===== src/rtl/brst_pkg.sv =====
package brst_pkg;

    localparam int COL_W  = 9;
    localparam int MAX_LG = 3;

    typedef enum logic [2:0] {
        LEN_1    = 3'd0,
        LEN_2    = 3'd1,
        LEN_4    = 3'd2,
        LEN_8    = 3'd3,
        LEN_PAGE = 3'd4
    } len_sel_e;

    typedef struct packed {
        logic [1:0] lg;
        logic       ilv;
        logic       page;
    } burst_cfg_t;

    function automatic burst_cfg_t decode_len(input logic [2:0] sel);
        burst_cfg_t c;
        c = '0;
        case (sel)
            LEN_2:    c.lg = 2'd1;
            LEN_4:    c.lg = 2'd2;
            LEN_8:    c.lg = 2'd3;
            LEN_PAGE: c.page = 1'b1;
            default:  c.lg = 2'd0;
        endcase
        return c;
    endfunction

endpackage


===== src/rtl/brst_cfg_dec.sv =====
module brst_cfg_dec
    import brst_pkg::*;
(
    input  logic [2:0]  len_sel_i,
    input  logic        ilv_i,
    input  logic        is_wr_i,
    input  logic        wr_single_i,
    output burst_cfg_t  cfg_o
);
    burst_cfg_t base_cfg;

    always_comb begin
        base_cfg = decode_len(len_sel_i);
        if (is_wr_i && wr_single_i) begin
            base_cfg.lg   = 2'd0;
            base_cfg.page = 1'b0;
        end
        base_cfg.ilv = ilv_i & ~base_cfg.page;
        cfg_o = base_cfg;
    end
endmodule


===== src/rtl/brst_seq.sv =====
module brst_seq
    import brst_pkg::*;
#(
    parameter int W = COL_W
) (
    input  logic         clk,
    input  logic         rst,
    input  logic         start_i,
    input  logic         stop_i,
    input  logic [W-1:0] col_i,
    input  burst_cfg_t   cfg_i,
    output logic         active_o,
    output logic         last_o,
    output logic [W-1:0] base_o,
    output logic [W-1:0] beat_o,
    output burst_cfg_t   cfg_o
);
    localparam logic [W-1:0] ONE = W'(1);

    logic         active_q;
    logic [W-1:0] base_q;
    logic [W-1:0] beat_q;
    burst_cfg_t   cfg_q;
    logic [W-1:0] blk_mask;
    logic         at_end;

    always_comb begin
        blk_mask = cfg_q.page ? '1 : ((ONE << cfg_q.lg) - ONE);
        at_end   = !cfg_q.page && (beat_q == blk_mask);
    end

    always_ff @(posedge clk) begin
        if (rst) begin
            active_q <= 1'b0;
            base_q   <= '0;
            beat_q   <= '0;
            cfg_q    <= '0;
        end else if (start_i) begin
            active_q <= 1'b1;
            base_q   <= col_i;
            beat_q   <= '0;
            cfg_q    <= cfg_i;
        end else if (active_q) begin
            if (stop_i || at_end) begin
                active_q <= 1'b0;
            end else begin
                beat_q <= beat_q + ONE;
            end
        end
    end

    assign active_o = active_q;
    assign last_o   = active_q & at_end;
    assign base_o   = base_q;
    assign beat_o   = beat_q;
    assign cfg_o    = cfg_q;
endmodule


===== src/rtl/brst_col_map.sv =====
module brst_col_map
    import brst_pkg::*;
#(
    parameter int W = COL_W
) (
    input  logic [W-1:0] base_i,
    input  logic [W-1:0] beat_i,
    input  burst_cfg_t   cfg_i,
    output logic [W-1:0] col_o
);
    logic [W-1:0] lin_sum;

    assign lin_sum = base_i + beat_i;

    for (genvar i = 0; i < W; i++) begin : g_bit
        if (i < MAX_LG) begin : g_low
            logic moves;
            assign moves = cfg_i.page || (int'(cfg_i.lg) > i);
            assign col_o[i] = !moves     ? base_i[i] :
                              cfg_i.ilv  ? (base_i[i] ^ beat_i[i]) :
                                           lin_sum[i];
        end else begin : g_high
            assign col_o[i] = cfg_i.page ? lin_sum[i] : base_i[i];
        end
    end
endmodule


===== src/rtl/brst_col_gen.sv =====
module brst_col_gen
    import brst_pkg::*;
#(
    parameter int W = COL_W
) (
    input  logic         clk,
    input  logic         rst,
    input  logic         start_i,
    input  logic         is_wr_i,
    input  logic [W-1:0] col_i,
    input  logic [2:0]   len_sel_i,
    input  logic         ilv_i,
    input  logic         wr_single_i,
    input  logic         stop_i,
    output logic [W-1:0] col_o,
    output logic         valid_o,
    output logic         last_o
);
    burst_cfg_t   cmd_cfg;
    burst_cfg_t   run_cfg;
    logic         active;
    logic         last_beat;
    logic [W-1:0] base;
    logic [W-1:0] beat;
    logic [W-1:0] mapped;
    logic         page_q;

    brst_cfg_dec u_dec (
        .len_sel_i   (len_sel_i),
        .ilv_i       (ilv_i),
        .is_wr_i     (is_wr_i),
        .wr_single_i (wr_single_i),
        .cfg_o       (cmd_cfg)
    );

    brst_seq #(.W(W)) u_seq (
        .clk      (clk),
        .rst      (rst),
        .start_i  (start_i),
        .stop_i   (stop_i),
        .col_i    (col_i),
        .cfg_i    (cmd_cfg),
        .active_o (active),
        .last_o   (last_beat),
        .base_o   (base),
        .beat_o   (beat),
        .cfg_o    (run_cfg)
    );

    brst_col_map #(.W(W)) u_map (
        .base_i (base),
        .beat_i (beat),
        .cfg_i  (run_cfg),
        .col_o  (mapped)
    );

    assign page_q  = run_cfg.page;
    assign col_o   = active ? mapped : '0;
    assign valid_o = active;
    assign last_o  = last_beat;
endmodule


===== config.mk =====
export PLATFORM = sky130hd
export DESIGN_NAME = brst_col_gen
export DESIGN_NICKNAME = d
export VERILOG_FILES = /design/src/rtl/brst_pkg.sv /design/src/rtl/brst_cfg_dec.sv /design/src/rtl/brst_seq.sv /design/src/rtl/brst_col_map.sv /design/src/rtl/brst_col_gen.sv
export SDC_FILE = /design/constraint.sdc
export NUM_CORES = 1
export LEC_CHECK = 0
export BUFFER_PORTS_ARGS = -buffer_cell sky130_fd_sc_hd__buf_2
export CORE_ASPECT_RATIO = 1.1
export CORE_MARGIN = 4
export CORE_UTILIZATION = 54
export CTS_CLUSTER_DIAMETER = 200
export DETAILED_ROUTE_END_ITERATION = 10
export GPL_TIMING_DRIVEN = 0
export PLACE_DENSITY = 0.82
export SETUP_SLACK_MARGIN = 0.2
export SLEW_MARGIN = 20
export SYNTH_ARGS = -nofsm -noshare
export SYNTH_HDL_FRONTEND = slang
export SYNTH_HIERARCHICAL = 1
export SYNTH_SLANG_ARGS = --single-unit

===== constraint.sdc =====
create_clock -name clk -period 2.5 [get_ports clk]
set_input_delay 0.125 -clock clk [delete_from_list [all_inputs] [get_ports clk]]
set_output_delay 0.125 -clock clk [all_outputs]
set_load 0.02 [all_outputs]

======== After elaboration in Yosys (flattened, before gate mapping) ========
Index checks and enable logic that the tools add are counted.
cells by class
  equality and inequality tests ........... 5
  bitwise operators ....................... 7
  mux-type cells .......................... 21
  shift operators ......................... 1
  order comparisons ....................... 3
  reduce and logical (&&, ||, !) cells .... 9
  $add $sub $neg .......................... 3
operator list
  kind                 count
  $mux 9               2
  $mux 1               17
  $add 9x1->9 const B  1
  $add 9x9->9          1
  $eq 9x9->1           1
  $shl 1x2->9 const A  1
  $sub 9x1->9 const B  1
  $eq 3x2->1 const B   2
  $pmux 2 s3           1
  $gt 2x1->1 const B   2
  $logic_or 1x1->1     4
  $eq 3x1->1 const B   1
  $eq 3x3->1 const B   1
  $xor 1x1->1          3
  $and 1x1->1          2
  $gt 2x2->1 const B   1
  $logic_and 1x1->1    2
  $mux 2               1
  $not 1->1            2
  $reduce_and 2->1     1
  $reduce_or 2->1      1
  $logic_not 1->1      1
word-level totals
  logic and storage cells ................. 55
  output and inout port bits .............. 11
  input bits .............................. 19
  flip-flop bits (word level) ............. 23

======== Longest topological paths before layout ========
  depth after elaboration ................. 9
  depth in mapped cells ................... 8
  gate-level depth less buffers ........... 8

======== By module ========
The synthesis kept the hierarchy.
by module, submodules not included
  module        cells each  area each (µm²)  sequential area each (µm²)  times used
  brst_seq      104         969.7            460.4                       1
  brst_col_map  55          452.9            0.0                         1
  brst_col_gen  9           56.3             0.0                         1
  brst_cfg_dec  6           43.8             0.0                         1

======== Worst setup path before layout ========
Ideal clock, no wire load.
  path type ............................... flip-flop to output port
  from .................................... reg u_seq.beat_q[0] (netlist: u_seq/beat_o[0])
  to ...................................... out col_o[8]
  slack ................................... 0.364 ns
  data required time ...................... 2.375 ns
  arrival ................................. 2.011 ns
  stages on the path, launching flop included .. 9
  buffers on the path ..................... 0
  path through ............................ dfxtp_1 ha_1 fa_1 a211oi_1 o211ai_1 a21oi_1 and3b_1 xor2_1 and2_1
between the ends
  longest elaborated chain between the ends .. 3
RTL lines
  item                    RTL line            source
  from (decl)             brst_seq.sv:22      logic [W-1:0] beat_q;
  from (signal assigned)  brst_seq.sv:47      beat_q <= beat_q + ONE;
  $add 9x9->9             brst_col_map.sv:13  assign lin_sum = base_i + beat_i;
  $mux 1                  brst_col_map.sv:23  assign col_o[i] = cfg_i.page ? lin_sum[i] : base_i[i];
  named net mapped[8]     brst_col_gen.sv:25  logic [W-1:0] mapped;
  $mux 9                  brst_col_gen.sv:58  assign col_o = active ? mapped : '0;
  to (decl)               brst_col_gen.sv:15  output logic [W-1:0] col_o,
The timed path passes the listed nets, and every way through them passes these cells.

======== Worst setup path after layout ========
Ends and elaborated chain as after synthesis.

==> reports/qor.yml <==
timing:
  tns_ps: 0
  max_freq_mhz: 409
  drv_slew: 0
  rsz0062_at_grt: "yes"
  max_slew_margin_pct: 50.3
  finalCritPeriodShare_pct: 97.9
  skew_ps: 8.99
  fin_crit_ps: 2450
  finalHoldViolCount: 0
  worstMarginPinSlew_ps: 746
  finalSetupViolCount: 0
setup_path:
  crit_type: "flip-flop to output pin"
  r2r_start: "u_seq/cfg_o[2]$_SDFFE_PP0P_"
  reg2reg_depth: 5
  crit_required_ps: 2380
  crit_path_start: "u_seq/beat_o[0]$_SDFFE_PP0P_"
  critPathLaunchType: "flip-flop"
  timing.rr.end: "u_seq/beat_o[3]$_SDFFE_PP0P_"
  worstPathArrival_ps: 2320
  worstPathMaxFanout: 2
  endpoint_kind: "output pin"
  reg2reg_slack_ps: 680
synthesis:
  synthTopCellsByCount: "dfxtp_1, nor2_1, mux2i_1, and2_1, a21oi_1"
  syn_avg_cell_area_sq_um: 8.75
  yosys-top-cells-area: "dfxtp_1, mux2i_1, ha_1, and2_1, nor2_1"
  ys_seq_elements: 23
  yosysWarnings: 6
  ys_types: 43
  syn_area_sq_mm: 0.00152
  synth_edf_count: 0
  yosysTopAreaCell: "dfxtp_1"
  syn_nets: 203
  yosysTopAreaCellShare_pct: 30.2
  ys.flop_type: "dfxtp_1"
  syn_inst: 174
  ys_async_sr_fraction_pct: 0
  yosysSeqAreaShare_pct: 30.2
  synth.most_common_cell: "dfxtp_1"
cells_and_area:
  stdcell_count: 242
  area_growth_syn_to_layout_pct: 23.3
  n_antenna_cell: 0
  nets: 241
  drive_above_1_share_pct: 32.7
route:
  wire_per_inst_microns: 15.5
  wl_mm: 3.74
  final_antenna_net_count: 0
  vias: 1388
  post-route-drc-count: 0
  drt-pass1-iter-count: 4
  drt_iter0_drc: 51
  via_per_inst: 5.74
die:
  die_h_microns: 63.7
  fp-row-count: 19
  core_area_sq_mm: 0.00259
  die_area_sq_mm: 0.00373
  io_pins: 30
  die_x_microns: 58.6
  start_util_pct: 58.8
clocking:
  cts_buffer_depth: 2
  cts_buffers: 3
  cts_num_sinks: 23
  insertion_delay_ps: 310
  cts_tree: "built"
  root_buffer: "clkbuf_4"
  cts_hold_buffers: 0
  clkTransAtPathRegs_ps: 130
  htree_levels: 1
global_route:
  antenna_found_initial: 0
  grt_usage_pct: 21.6
  grt_pass1_vias: 1444
  grt_max_degree: 16
  overflow: 0
  grt_pass1_wl_mm: 6.35
pwr:
  vdd_drop_max_mv: 0.380
  p_leak_uw: 0.000822
  seqPwrFrac_pct: 57.3
  internal-power_uw: 494
  clock_power_share_pct: 25.3
  p_comb_share_pct: 17.3
  switching_share_pct: 27.6
  switchingPower_uw: 189
  p_per_area_mw_per_mm2: 364
run:
  cap_violations: 0
hold_path:
  worst_hold_path.endpoint: "u_seq/base_o[0]$_SDFFE_PP0P_"
  whs_path_depth: 2
  holdCritStartpoint: "rst"
  hold_class: "primary input to flip-flop"
run_status:
  status: "complete, no violations"
placed_design:
  globalplace.congestion: 0.851
  hpwl_mm: 2.62
  portBuffers: 27
  placed_cells: 232
critical path, stage by stage (launching register included):
cell and delay (ps):
dfxtp_4 380, ha_4 160, fa_2 360, a211oi_2 210, o211ai_1 140, a21oi_1 130, and3b_1 190, xor2_1 130
and2_1 160, buf_6 130
power by group through the flow:
stage	registers [uW]	logic, uW	clock network (uW)
2_1_floorplan	398	74.4	0
3_3_place_gp	401	103	0
3_5_place_dp	402	108	0
4_1_cts	391	115	180
5_1_grt	394	131	202
6_report	391	118	173
state kept, by name (all words and copies together) (netlist names):
| signal | flops |
|---|---|
| u_seq/active_o | 1 |
| u_seq/beat_o | 9 |
| u_seq/base_o | 9 |
| u_seq/cfg_o | 4 |
cell type report:
type,instances,area [sq um]
sequential,23,480
inverter,3,11.3
fill,219,714
buffer,6,30.0
multi-input combinational,142,1090
clock buffer,4,26.3
tap,31,38.8
timing repair buffer,33,199
kinds of logic (layout without fill, tap and decap cells):
family	after synthesis	after routing	share of synthesized area, %
XOR/XNOR	11	11	6.33
adder cells (fa/ha/maj)	10	10	8.71
buffers and inverters	9	46	2.71
AO/OA/AOI/OAI	38	38	17.5
AND/OR/NAND/NOR	64	64	21.6
multiplexers	19	19	12.9
flip-flops	23	23	30.2
placed cells by master (no fill, tap or decap), types with 2 or more instances in the layout:
cell,synthesis,routed
o21ai_0,8,7
and3_1,3,3
nand4_1,3,3
nand3_1,2,2
nor2b_1,2,2
a211oi_1,3,2
mux2i_1,14,14
and2_1,13,13
nand2b_1,2,2
a21oi_1,11,8
buf_4,0,6
dfxtp_2,0,4
inv_1,2,2
nand2_1,7,7
dfxtp_4,0,4
ha_2,0,2
o31ai_1,2,2
ha_4,0,2
buf_2,0,24
a21oi_2,0,3
clkbuf_4,0,3
nor3_1,4,4
clkbuf_1,4,5
or4_1,2,2
xor2_1,4,4
nor2_1,21,21
buf_6,1,4
mux2_2,5,5
a211oi_2,2,2
ha_1,9,5
xnor2_1,7,7
o211ai_1,2,2
dfxtp_1,23,15
worst max path at each step:
stage / to / slack (ps) / cells past startpoint
after floorplan: col_o[8] / 360 / 8
after detailed placement: col_o[8] / 70 / 9
after global placement: col_o[8] / 120 / 9
after global routing: col_o[8] / -120 / 9
after CTS: col_o[8] / 1 / 9
final: col_o[8] / 50 / 9
per-stage QoR:
| stage | util (%) | hold slack (ps) | setup slack (ps) | total power (uW) | area, sq um |
|---|---|---|---|---|---|
| global route | 72.4 | 4.47 | -115 | 727 | 1880 |
| floorplan | - | 197 | 364 | 472 | 1520 |
| detailed placement | 65.5 | 358 | 73.8 | 510 | 1700 |
| global placement | 65.5 | 353 | 116 | 504 | 1700 |
| CTS | 71.4 | 6.67 | 1.28 | 686 | 1850 |
| finish | 72.4 | 18.6 | 53.5 | 683 | 1880 |
what timing repair did:
action | CTS | global route
pin swaps | 9 | 1
setup buffers | 6 | 0
endpoints found under the setup margin | 5 | 6
gates resized for setup | 26 | 8
per-layer routing:
| layer | share of wire [%] | vias up | GRT usage, % |
|---|---|---|---|
| met5 | 0 | - | 0 |
| met4 | 0.70 | 0 | 7.37 |
| met1 | 45 | 658 | 26.4 |
| met2 | 51 | 25 | 38.1 |
| met3 | 3.5 | 4 | 2.65 |
| li1 | - | 701 | - |
Note: power is estimated with default switching activity, not from simulation.
